### src/rtl/ep_cmd_pkg.sv
package ep_cmd_pkg;
  localparam int EP_SLOTS = 16;
  localparam int SLOT_W   = $clog2(EP_SLOTS);
  localparam int FIFO_N   = 2;
  localparam int STAT_W   = 16;

  // fixed slot roles
  localparam logic [SLOT_W-1:0] SLOT_CTRL_OUT = 4'd0;
  localparam logic [SLOT_W-1:0] SLOT_CTRL_IN  = 4'd1;

  // command high nibbles
  localparam logic [3:0] OPC_STALL   = 4'h4;
  localparam logic [3:0] OPC_VALID   = 4'h6;
  localparam logic [3:0] OPC_CLEAR   = 4'h7;
  localparam logic [3:0] OPC_UNSTALL = 4'h8;
  localparam logic [3:0] OPC_STATUS  = 4'hD;

  // status word field positions
  localparam int ST_PTR   = 0;
  localparam int ST_FULL0 = 1;
  localparam int ST_FULL1 = 2;
  localparam int ST_TOG   = 3;
  localparam int ST_STALL = 4;

  typedef enum logic [2:0] {
    OP_NONE,
    OP_STALL,
    OP_UNSTALL,
    OP_VALID,
    OP_CLEAR,
    OP_STAT
  } ep_op_e;

  typedef enum logic [1:0] {
    RSP_NONE  = 2'b00,
    RSP_ACK   = 2'b01,
    RSP_NAK   = 2'b10,
    RSP_STALL = 2'b11
  } ep_rsp_e;
endpackage

### src/rtl/ep_cmd_decode.sv
module ep_cmd_decode
  import ep_cmd_pkg::*;
(
  input  logic              clk,
  input  logic              rst_n,
  input  logic              cmd_valid,
  input  logic [7:0]        cmd_code,
  output ep_op_e            op_o,
  output logic [SLOT_W-1:0] slot_o,
  output logic              err_q
);
  logic [3:0] opc;
  logic       bad;
  logic       err_d;

  assign opc    = cmd_code[7:4];
  assign slot_o = cmd_code[SLOT_W-1:0];

  always_comb begin
    op_o = OP_NONE;
    bad  = 1'b0;
    if (cmd_valid) begin
      case (opc)
        OPC_STALL:   op_o = OP_STALL;
        OPC_UNSTALL: op_o = OP_UNSTALL;
        OPC_STATUS:  op_o = OP_STAT;
        OPC_VALID: begin
          if (slot_o == SLOT_CTRL_OUT) bad = 1'b1;
          else                         op_o = OP_VALID;
        end
        OPC_CLEAR: begin
          if (slot_o == SLOT_CTRL_IN) bad = 1'b1;
          else                        op_o = OP_CLEAR;
        end
        default: bad = 1'b1;
      endcase
    end
  end

  assign err_d = bad;

  always_ff @(posedge clk or negedge rst_n) begin
    if (!rst_n) err_q <= 1'b0;
    else        err_q <= err_d;
  end

  // an error pulse only follows a command that produced no action
  a_r10_err_source: assert property (@(posedge clk) disable iff (!rst_n)
    err_q |-> ($past(cmd_valid) && ($past(op_o) == OP_NONE)));
endmodule

### src/rtl/ep_slot.sv
module ep_slot
  import ep_cmd_pkg::*;
#(
  parameter bit IS_IN = 1'b0,
  parameter bit DBL   = 1'b0
) (
  input  logic              clk,
  input  logic              rst_n,
  input  logic              setup_hit,
  input  logic              xfer_hit,
  input  ep_op_e            op,
  output logic              stall_q,
  output logic [FIFO_N-1:0] full_q,
  output logic              tog_q,
  output logic              cpu_ptr_q,
  output logic              usb_ptr_q
);
  logic              stall_d;
  logic [FIFO_N-1:0] full_d;
  logic              tog_d;
  logic              cpu_d;
  logic              usb_d;
  logic              upd_en;

  always_comb begin
    stall_d = stall_q;
    full_d  = full_q;
    tog_d   = tog_q;
    cpu_d   = cpu_ptr_q;
    usb_d   = usb_ptr_q;
    // bus side first
    if (setup_hit) begin
      stall_d = 1'b0;
      full_d  = '0;
      tog_d   = 1'b0;
      cpu_d   = 1'b0;
      usb_d   = 1'b0;
    end else if (xfer_hit && !stall_q) begin
      // IN drains a full FIFO, OUT fills an empty one
      if (full_q[usb_ptr_q] == IS_IN) begin
        full_d[usb_ptr_q] = !IS_IN;
        tog_d             = !tog_q;
        usb_d             = usb_ptr_q ^ DBL;
      end
    end
    // processor command second
    case (op)
      OP_STALL:   stall_d = 1'b1;
      OP_UNSTALL: begin
        stall_d = 1'b0;
        full_d  = '0;
        tog_d   = 1'b0;
        cpu_d   = 1'b0;
        usb_d   = 1'b0;
      end
      OP_VALID: begin
        full_d[cpu_d] = 1'b1;
        cpu_d         = cpu_d ^ DBL;
      end
      OP_CLEAR: begin
        full_d[cpu_d] = 1'b0;
        cpu_d         = cpu_d ^ DBL;
      end
      default: ;
    endcase
  end

  assign upd_en = setup_hit | xfer_hit |
                  (op == OP_STALL) | (op == OP_UNSTALL) |
                  (op == OP_VALID) | (op == OP_CLEAR);

  always_ff @(posedge clk or negedge rst_n) begin
    if (!rst_n) begin
      stall_q   <= 1'b0;
      full_q    <= '0;
      tog_q     <= 1'b0;
      cpu_ptr_q <= 1'b0;
      usb_ptr_q <= 1'b0;
    end else if (upd_en) begin
      stall_q   <= stall_d;
      full_q    <= full_d;
      tog_q     <= tog_d;
      cpu_ptr_q <= cpu_d;
      usb_ptr_q <= usb_d;
    end
  end

  a_r1_stall_sets: assert property (@(posedge clk) disable iff (!rst_n)
    (op == OP_STALL) |=> stall_q);

  a_r2_unstall_reinit: assert property (@(posedge clk) disable iff (!rst_n)
    (op == OP_UNSTALL) |=> (!stall_q && (full_q == '0) && !tog_q &&
                            !cpu_ptr_q && !usb_ptr_q));

  a_r3_setup_reinit: assert property (@(posedge clk) disable iff (!rst_n)
    (setup_hit && (op == OP_NONE)) |=> (!stall_q && (full_q == '0) && !tog_q));

  a_r7_stalled_xfer_ignored: assert property (@(posedge clk) disable iff (!rst_n)
    (xfer_hit && stall_q && !setup_hit && (op == OP_NONE)) |=>
      ($stable(full_q) && $stable(tog_q) && $stable(usb_ptr_q)));

  a_r8_cpu_ptr_swap: assert property (@(posedge clk) disable iff (!rst_n)
    ((op == OP_VALID) || (op == OP_CLEAR)) && !setup_hit |=>
      (cpu_ptr_q == ($past(cpu_ptr_q) ^ DBL)));
endmodule

### src/rtl/ep_token_resp.sv
module ep_token_resp
  import ep_cmd_pkg::*;
#(
  parameter logic [EP_SLOTS-1:0] IN_MASK = 16'hAAAA
) (
  input  logic                       clk,
  input  logic                       rst_n,
  input  logic                       tok_valid,
  input  logic                       tok_in,
  input  logic [SLOT_W-1:0]          tok_slot,
  input  logic [EP_SLOTS-1:0]        stall_vec,
  input  logic [EP_SLOTS*FIFO_N-1:0] full_flat,
  input  logic [EP_SLOTS-1:0]        usb_ptr_vec,
  output logic                       resp_valid_q,
  output logic [1:0]                 resp_code_q
);
  logic    sel_full;
  ep_rsp_e rsp_d;

  assign sel_full = full_flat[FIFO_N*tok_slot + int'(usb_ptr_vec[tok_slot])];

  always_comb begin
    if (stall_vec[tok_slot])             rsp_d = RSP_STALL;
    else if (tok_in != IN_MASK[tok_slot]) rsp_d = RSP_STALL;
    else if (tok_in)                     rsp_d = sel_full ? RSP_ACK : RSP_NAK;
    else                                 rsp_d = sel_full ? RSP_NAK : RSP_ACK;
  end

  always_ff @(posedge clk or negedge rst_n) begin
    if (!rst_n) resp_valid_q <= 1'b0;
    else        resp_valid_q <= tok_valid;
  end

  always_ff @(posedge clk or negedge rst_n) begin
    if (!rst_n)         resp_code_q <= RSP_NONE;
    else if (tok_valid) resp_code_q <= rsp_d;
  end

  a_r1_stall_answer: assert property (@(posedge clk) disable iff (!rst_n)
    (tok_valid && stall_vec[tok_slot]) |=> (resp_valid_q && (resp_code_q == RSP_STALL)));

  a_r11_dir_mismatch: assert property (@(posedge clk) disable iff (!rst_n)
    (tok_valid && (tok_in != IN_MASK[tok_slot])) |=> (resp_code_q == RSP_STALL));
endmodule

### src/rtl/ep_status_mux.sv
module ep_status_mux
  import ep_cmd_pkg::*;
(
  input  logic                       clk,
  input  logic                       rst_n,
  input  logic                       stat_req,
  input  logic [SLOT_W-1:0]          stat_slot,
  input  logic [EP_SLOTS-1:0]        stall_vec,
  input  logic [EP_SLOTS*FIFO_N-1:0] full_flat,
  input  logic [EP_SLOTS-1:0]        tog_vec,
  input  logic [EP_SLOTS-1:0]        cpu_ptr_vec,
  output logic                       stat_valid_q,
  output logic [STAT_W-1:0]          stat_word_q
);
  logic [STAT_W-1:0] word_d;

  always_comb begin
    word_d           = '0;
    word_d[ST_PTR]   = cpu_ptr_vec[stat_slot];
    word_d[ST_FULL0] = full_flat[FIFO_N*stat_slot];
    word_d[ST_FULL1] = full_flat[FIFO_N*stat_slot + 1];
    word_d[ST_TOG]   = tog_vec[stat_slot];
    word_d[ST_STALL] = stall_vec[stat_slot];
  end

  always_ff @(posedge clk or negedge rst_n) begin
    if (!rst_n) stat_valid_q <= 1'b0;
    else        stat_valid_q <= stat_req;
  end

  always_ff @(posedge clk or negedge rst_n) begin
    if (!rst_n)        stat_word_q <= '0;
    else if (stat_req) stat_word_q <= word_d;
  end

  a_r9_stall_field: assert property (@(posedge clk) disable iff (!rst_n)
    stat_req |=> (stat_valid_q && (stat_word_q[ST_STALL] == $past(stall_vec[stat_slot]))));
endmodule

### src/rtl/usb_ep_cmd_ctrl.sv
module usb_ep_cmd_ctrl
  import ep_cmd_pkg::*;
#(
  parameter logic [EP_SLOTS-1:0] DBL_MASK = 16'hFFFC,
  parameter logic [EP_SLOTS-1:0] IN_MASK  = 16'hAAAA
) (
  input  logic        clk,
  input  logic        rst_n,
  input  logic        cmd_valid,
  input  logic [7:0]  cmd_code,
  output logic        cmd_err,
  output logic        stat_valid,
  output logic [15:0] stat_word,
  input  logic        setup_stb,
  input  logic        tok_valid,
  input  logic        tok_in,
  input  logic [3:0]  tok_ep,
  output logic        resp_valid,
  output logic [1:0]  resp_code,
  input  logic        xfer_done,
  input  logic [3:0]  xfer_ep
);
  localparam int CTRL_SLOTS = 2;

  logic [1:0]                 rst_pipe;
  logic                       rst_sn;
  ep_op_e                     dec_op;
  logic [SLOT_W-1:0]          dec_slot;
  logic [EP_SLOTS-1:0]        stall_vec;
  logic [EP_SLOTS-1:0]        tog_vec;
  logic [EP_SLOTS-1:0]        cpu_ptr_vec;
  logic [EP_SLOTS-1:0]        usb_ptr_vec;
  logic [EP_SLOTS*FIFO_N-1:0] full_flat;

  // reset asserts at once, releases on the clock
  always_ff @(posedge clk or negedge rst_n) begin
    if (!rst_n) rst_pipe <= 2'b00;
    else        rst_pipe <= {rst_pipe[0], 1'b1};
  end
  assign rst_sn = rst_pipe[1];

  ep_cmd_decode u_dec (
    .clk       (clk),
    .rst_n     (rst_sn),
    .cmd_valid (cmd_valid),
    .cmd_code  (cmd_code),
    .op_o      (dec_op),
    .slot_o    (dec_slot),
    .err_q     (cmd_err)
  );

  for (genvar i = 0; i < EP_SLOTS; i++) begin : g_slot
    ep_op_e            slot_op;
    logic              slot_setup;
    logic              slot_xfer;
    logic [FIFO_N-1:0] slot_full;

    assign slot_op    = (dec_slot == SLOT_W'(i)) ? dec_op : OP_NONE;
    assign slot_setup = setup_stb && (i < CTRL_SLOTS);
    assign slot_xfer  = xfer_done && (xfer_ep == SLOT_W'(i));
    assign full_flat[FIFO_N*i +: FIFO_N] = slot_full;

    ep_slot #(
      .IS_IN (IN_MASK[i]),
      .DBL   (DBL_MASK[i])
    ) u_slot (
      .clk       (clk),
      .rst_n     (rst_sn),
      .setup_hit (slot_setup),
      .xfer_hit  (slot_xfer),
      .op        (slot_op),
      .stall_q   (stall_vec[i]),
      .full_q    (slot_full),
      .tog_q     (tog_vec[i]),
      .cpu_ptr_q (cpu_ptr_vec[i]),
      .usb_ptr_q (usb_ptr_vec[i])
    );
  end

  ep_token_resp #(.IN_MASK(IN_MASK)) u_resp (
    .clk          (clk),
    .rst_n        (rst_sn),
    .tok_valid    (tok_valid),
    .tok_in       (tok_in),
    .tok_slot     (tok_ep),
    .stall_vec    (stall_vec),
    .full_flat    (full_flat),
    .usb_ptr_vec  (usb_ptr_vec),
    .resp_valid_q (resp_valid),
    .resp_code_q  (resp_code)
  );

  ep_status_mux u_stat (
    .clk          (clk),
    .rst_n        (rst_sn),
    .stat_req     (dec_op == OP_STAT),
    .stat_slot    (dec_slot),
    .stall_vec    (stall_vec),
    .full_flat    (full_flat),
    .tog_vec      (tog_vec),
    .cpu_ptr_vec  (cpu_ptr_vec),
    .stat_valid_q (stat_valid),
    .stat_word_q  (stat_word)
  );

  // a rejected code never produces a status word
  a_r10_err_no_status: assert property (@(posedge clk) disable iff (!rst_sn)
    !(cmd_err && stat_valid));

  // control slots are single-buffered, both pointers stay at FIFO 0
  a_r8_ctrl_single: assert property (@(posedge clk) disable iff (!rst_sn)
    (!cpu_ptr_vec[0] && !usb_ptr_vec[0] && !cpu_ptr_vec[1] && !usb_ptr_vec[1]));
endmodule

### config.mk
export PLATFORM = sky130hd
export DESIGN_NAME = usb_ep_cmd_ctrl
export DESIGN_NICKNAME = d
export VERILOG_FILES = /design/src/rtl/ep_cmd_pkg.sv /design/src/rtl/ep_cmd_decode.sv /design/src/rtl/ep_slot.sv /design/src/rtl/ep_token_resp.sv /design/src/rtl/ep_status_mux.sv /design/src/rtl/usb_ep_cmd_ctrl.sv
export SDC_FILE = /design/constraint.sdc
export NUM_CORES = 1
export LEC_CHECK = 0
export BUFFER_PORTS_ARGS = -buffer_cell sky130_fd_sc_hd__buf_2
export CAP_MARGIN = 0
export CORE_MARGIN = 3
export CORE_UTILIZATION = 40
export CTS_BUF_LIST = sky130_fd_sc_hd__clkbuf_4
export CTS_CLUSTER_SIZE = 25
export DETAILED_ROUTE_END_ITERATION = 8
export HOLD_SLACK_MARGIN = 0.08
export PLACE_DENSITY = 0.52
export SYNTH_ARGS = -nofsm -noshare
export SYNTH_HDL_FRONTEND = slang
export SYNTH_SLANG_ARGS = --single-unit
### constraint.sdc
create_clock -name clk -period 4.57 [get_ports clk]
set_input_delay 0.2285 -clock clk [delete_from_list [all_inputs] [get_ports clk]]
set_output_delay 0.2285 -clock clk [all_outputs]
set_load 0.05 [all_outputs]
==> impl_metrics.py <==
metrics = {
    "outcome": {
        "run_status": "finished, final reports clean",
    },
    "global_route": {
        "antenna_found_initial": 1,
        "grt_util_all_layers": 0.251,
        "grt_max_degree": 67,
        "grt-ovfl-total": 0,
        "number_of_global_route_vias_before_repair": 5980,
        "grt_first_pass_wirelength_um": 35500,
    },
    "setup_path": {
        "cp-end-kind": "register",
        "r2r_setup_slack_ps": 1530,
        "setup.worst_path.start_class": "register",
        "timing.critical_path.arrival_ps": 3480,
        "timing.critical_path.buf_inv": 0,
        "worstPathRequired_ps": 5010,
        "crit_path_frequent_cell": "sky130_fd_sc_hd__nor3_1",
        "crit_path_max_fanout": 13,
        "path_class": "reg -> reg",
        "critical-path-top-delay-family": "simple AND/OR/NAND/NOR gates",
        "worst_path_largest_cell_delay_ps": 610,
        "critical_path.cell_chain": "mux4_2, mux2_4, a221oi_4, nor3_1, nor4_4, and4_1, nor3_1, nor3_2",
        "timing.critical_path.slowest_stage_cell": "sky130_fd_sc_hd__a221oi_4",
    },
    "sta": {
        "setup_repair_after_global_routing_missed_its_margin": "no",
        "timing_worst_slew_pin_value_ps": 1010,
        "max_slew_margin": 0.320,
        "max_freq_ghz": 0.329,
        "slew_violations": 0,
        "period_needed_ps": 3040,
        "finalHoldViolations": 0,
        "finalHoldWorstSlack_ps": 139,
        "final_min_period_over_clock_period": 0.665,
        "totalNegativeSetupSlack_ps": 0,
        "fin_worst_skew_ps": 21.8,
        "report.final.setup_viol": 0,
    },
    "floorplan": {
        "die_height_um": 137,
        "coreArea_sq_mm": 0.0167,
        "die_x_um": 137,
        "floorplan.rows": 47,
        "initial_utilization": 0.412,
        "ioPinCount": 44,
        "design.die.area_sq_mm": 0.0188,
    },
    "route": {
        "routed_via_count": 6277,
        "wl_met2_um": 10800,
        "drt-wirelength-per-cell_um": 22.9,
        "met1Wirelength_um": 9460,
        "drt_wl_total_um": 22700,
        "drc_violations_left": 0,
        "dr_wl_met3_um": 1790,
        "route.detailed.vias_per_inst": 6.32,
        "drtAntennaViolNets": 0,
        "highest-signal-layer": "met4",
        "detail_route.first_pass.iterations": 5,
        "dr.first_iter.drc_count": 733,
    },
    "synthesis": {
        "synthDominantAreaCellType": "sky130_fd_sc_hd__dfrtp_1",
        "ys.flop_type": "sky130_fd_sc_hd__dfrtp_1",
        "mappedNetlistArea_sq_mm": 0.00689,
        "synth_edf_count": 0,
        "synth-seq-area-share": 0.385,
        "synthCells": 748,
        "yosysWarnings": 0,
        "synth_seq_cells": 106,
        "netlist_top_cells_area": "sky130_fd_sc_hd__dfrtp_1, sky130_fd_sc_hd__mux4_2, sky130_fd_sc_hd__a21oi_1",
        "post_synth_arst_share": 1.00,
        "synth.avg_cell_area_sq_um": 9.21,
        "synth.distinct_cells": 62,
        "yosys.area.top_type_share": 0.385,
    },
    "cts": {
        "cts_tree": "built",
        "clk_latency_ps": 510,
        "worst_path_clk_slew_ps": 170,
        "htree_levels": 3,
        "clock_tree.root_cell": "sky130_fd_sc_hd__clkbuf_4",
        "cts_resized": 0,
        "post-cts-setup-buffers": 0,
        "cts-hold-fix-buffers": 7,
        "clk_path_buf_depth": 2,
        "cts_num_sinks": 106,
        "numCtsBuffers": 9,
    },
    "finish": {
        "flow.area_growth_from_synthesis_pct": 7.88,
        "regArea_sq_mm": 0.00266,
        "net_count_reported_at_finish": 791,
        "fill_cells": 1673,
        "layout.cells.most_common_list": "sky130_fd_sc_hd__dfrtp_1, sky130_fd_sc_hd__a21oi_1, sky130_fd_sc_hd__nand2_1, sky130_fd_sc_hd__nor2_1, sky130_fd_sc_hd__o21ai_0",
        "multi_input_comb_area_sq_mm": 0.00396,
        "layout_commonest_cell": "sky130_fd_sc_hd__dfrtp_1",
        "layout-drive-gt1-share": 0.171,
    },
    "placed_design": {
        "dpl.hpwl_um": 16000,
        "buffers_added_on_ports": 32,
        "gp_congestion": 0.887,
    },
    "job": {
        "max_cap_violations": 0,
    },
    "worst_hold_path": {
        "hold_path.class": "in -> reg",
    },
    "power_and_ir_drop": {
        "power.leakage_nw": 3.04,
        "powerDensity_mw_per_mm2": 373,
        "vdd_ir_drop_max_uv": 219,
    },
}
## cells by family (layout without fill, tap and decap cells)
logic type | Yosys count | in the layout | share of synthesized area
AOI/OAI and AO/OA | 236 | 236 | 0.213
xor gates and xnor gates | 19 | 19 | 0.0242
buffers and inverters | 68 | 82 | 0.0463
DFF | 106 | 106 | 0.385
muxes | 57 | 57 | 0.149
other | 2 | 13 | 0.00109
and+or+nand+nor | 260 | 260 | 0.182
## cell usage after synthesis (all sizes together) (6+ instances only)
cell type	instances
inv	16
a32oi	9
nor3	26
buf	25
o21ai	47
nand4	10
a31o	7
o22ai	6
nor2	73
mux4	34
a31oi	34
a21oi	91
xor2	15
nor2b	7
nand2b	21
mux2	19
nand3	9
dfrtp	106
clkbuf	27
nand2	80
nor4	8
## tightest hold or removal path: stages
cell,delay [ps]
sky130_fd_sc_hd__buf_2,120
sky130_fd_sc_hd__nand2_1,80
sky130_fd_sc_hd__nor3_1,60
sky130_fd_sc_hd__nor3_2,140
## flip-flops by register name, summed over array words and instances (netlist names), 2 cells and up
| name | cells |
|---|---|
| g_slot.u_slot.full_q | 32 |
| g_slot.u_slot.cpu_ptr_q | 16 |
| g_slot.u_slot.stall_q | 16 |
| g_slot.u_slot.tog_q | 16 |
| g_slot.u_slot.usb_ptr_q | 14 |
| u_stat.stat_word_q | 5 |
| rst_pipe | 2 |
| u_resp.resp_code_q | 2 |
## final timing paths
check | from | end | cells past startpoint
hold reg to reg | rst_pipe[0]$_DFF_PN0_ | rst_pipe[1]$_DFF_PN0_ | 0
setup / recovery | g_slot[5].u_slot.usb_ptr_q$_DFFE_PN0P_ | u_resp.resp_code_q[1]$_DFFE_PN0P_ | 8
min in group asynchronous | rst_pipe[1]$_DFF_PN0_ | g_slot[5].u_slot.full_q[0]$_DFFE_PN0P_ | 0
setup reg to reg | g_slot[5].u_slot.usb_ptr_q$_DFFE_PN0P_ | u_resp.resp_code_q[1]$_DFFE_PN0P_ | 8
max in group asynchronous | rst_pipe[1]$_DFF_PN0_ | g_slot[9].u_slot.full_q[1]$_DFFE_PN0P_ | 1
hold / removal | tok_in | u_resp.resp_code_q[0]$_DFFE_PN0P_ | 4
## per-stage QoR
stage | worst slack (ps) | total power, mW | cells | instance area [sq um] | utilization
after global placement | 1180 | 2.20 | 970 | 7200 | 0.431
final | 1530 | 2.77 | 993 | 7430 | 0.445
after floorplan | 1400 | 1.94 | 758 | 6930 | -
after global routing | 1360 | 2.92 | 993 | 7430 | 0.445
after CTS | 1520 | 2.77 | 992 | 7430 | 0.445
after detailed placement | 1120 | 2.21 | 970 | 7200 | 0.431
## where the power goes
group	switching [mW]	total, mW	internal [mW]
Combinational	0.417	0.787	0.370
Sequential	0.298	1.43	1.13
Clock	0.335	0.560	0.224
Total	1.05	2.77	1.72
## routing by layer
layer  track usage  vias to the layer above
met3        0.0457                       46
met4        0.0904                        0
li1              -                     2831
met1         0.346                     3108
met5             0                        -
met2         0.399                      292
## layout make-up
cell class,instances,share of cell area
multi-input combinational,584,0.533
inverter,16,0.00808
sequential,106,0.357
tap,220,0.0370
timing repair buffer,51,0.0431
antenna,1,0.000337
clock buffer,10,0.0101
clock inverter,5,0.0108
Power figures use the tool's default switching activity.
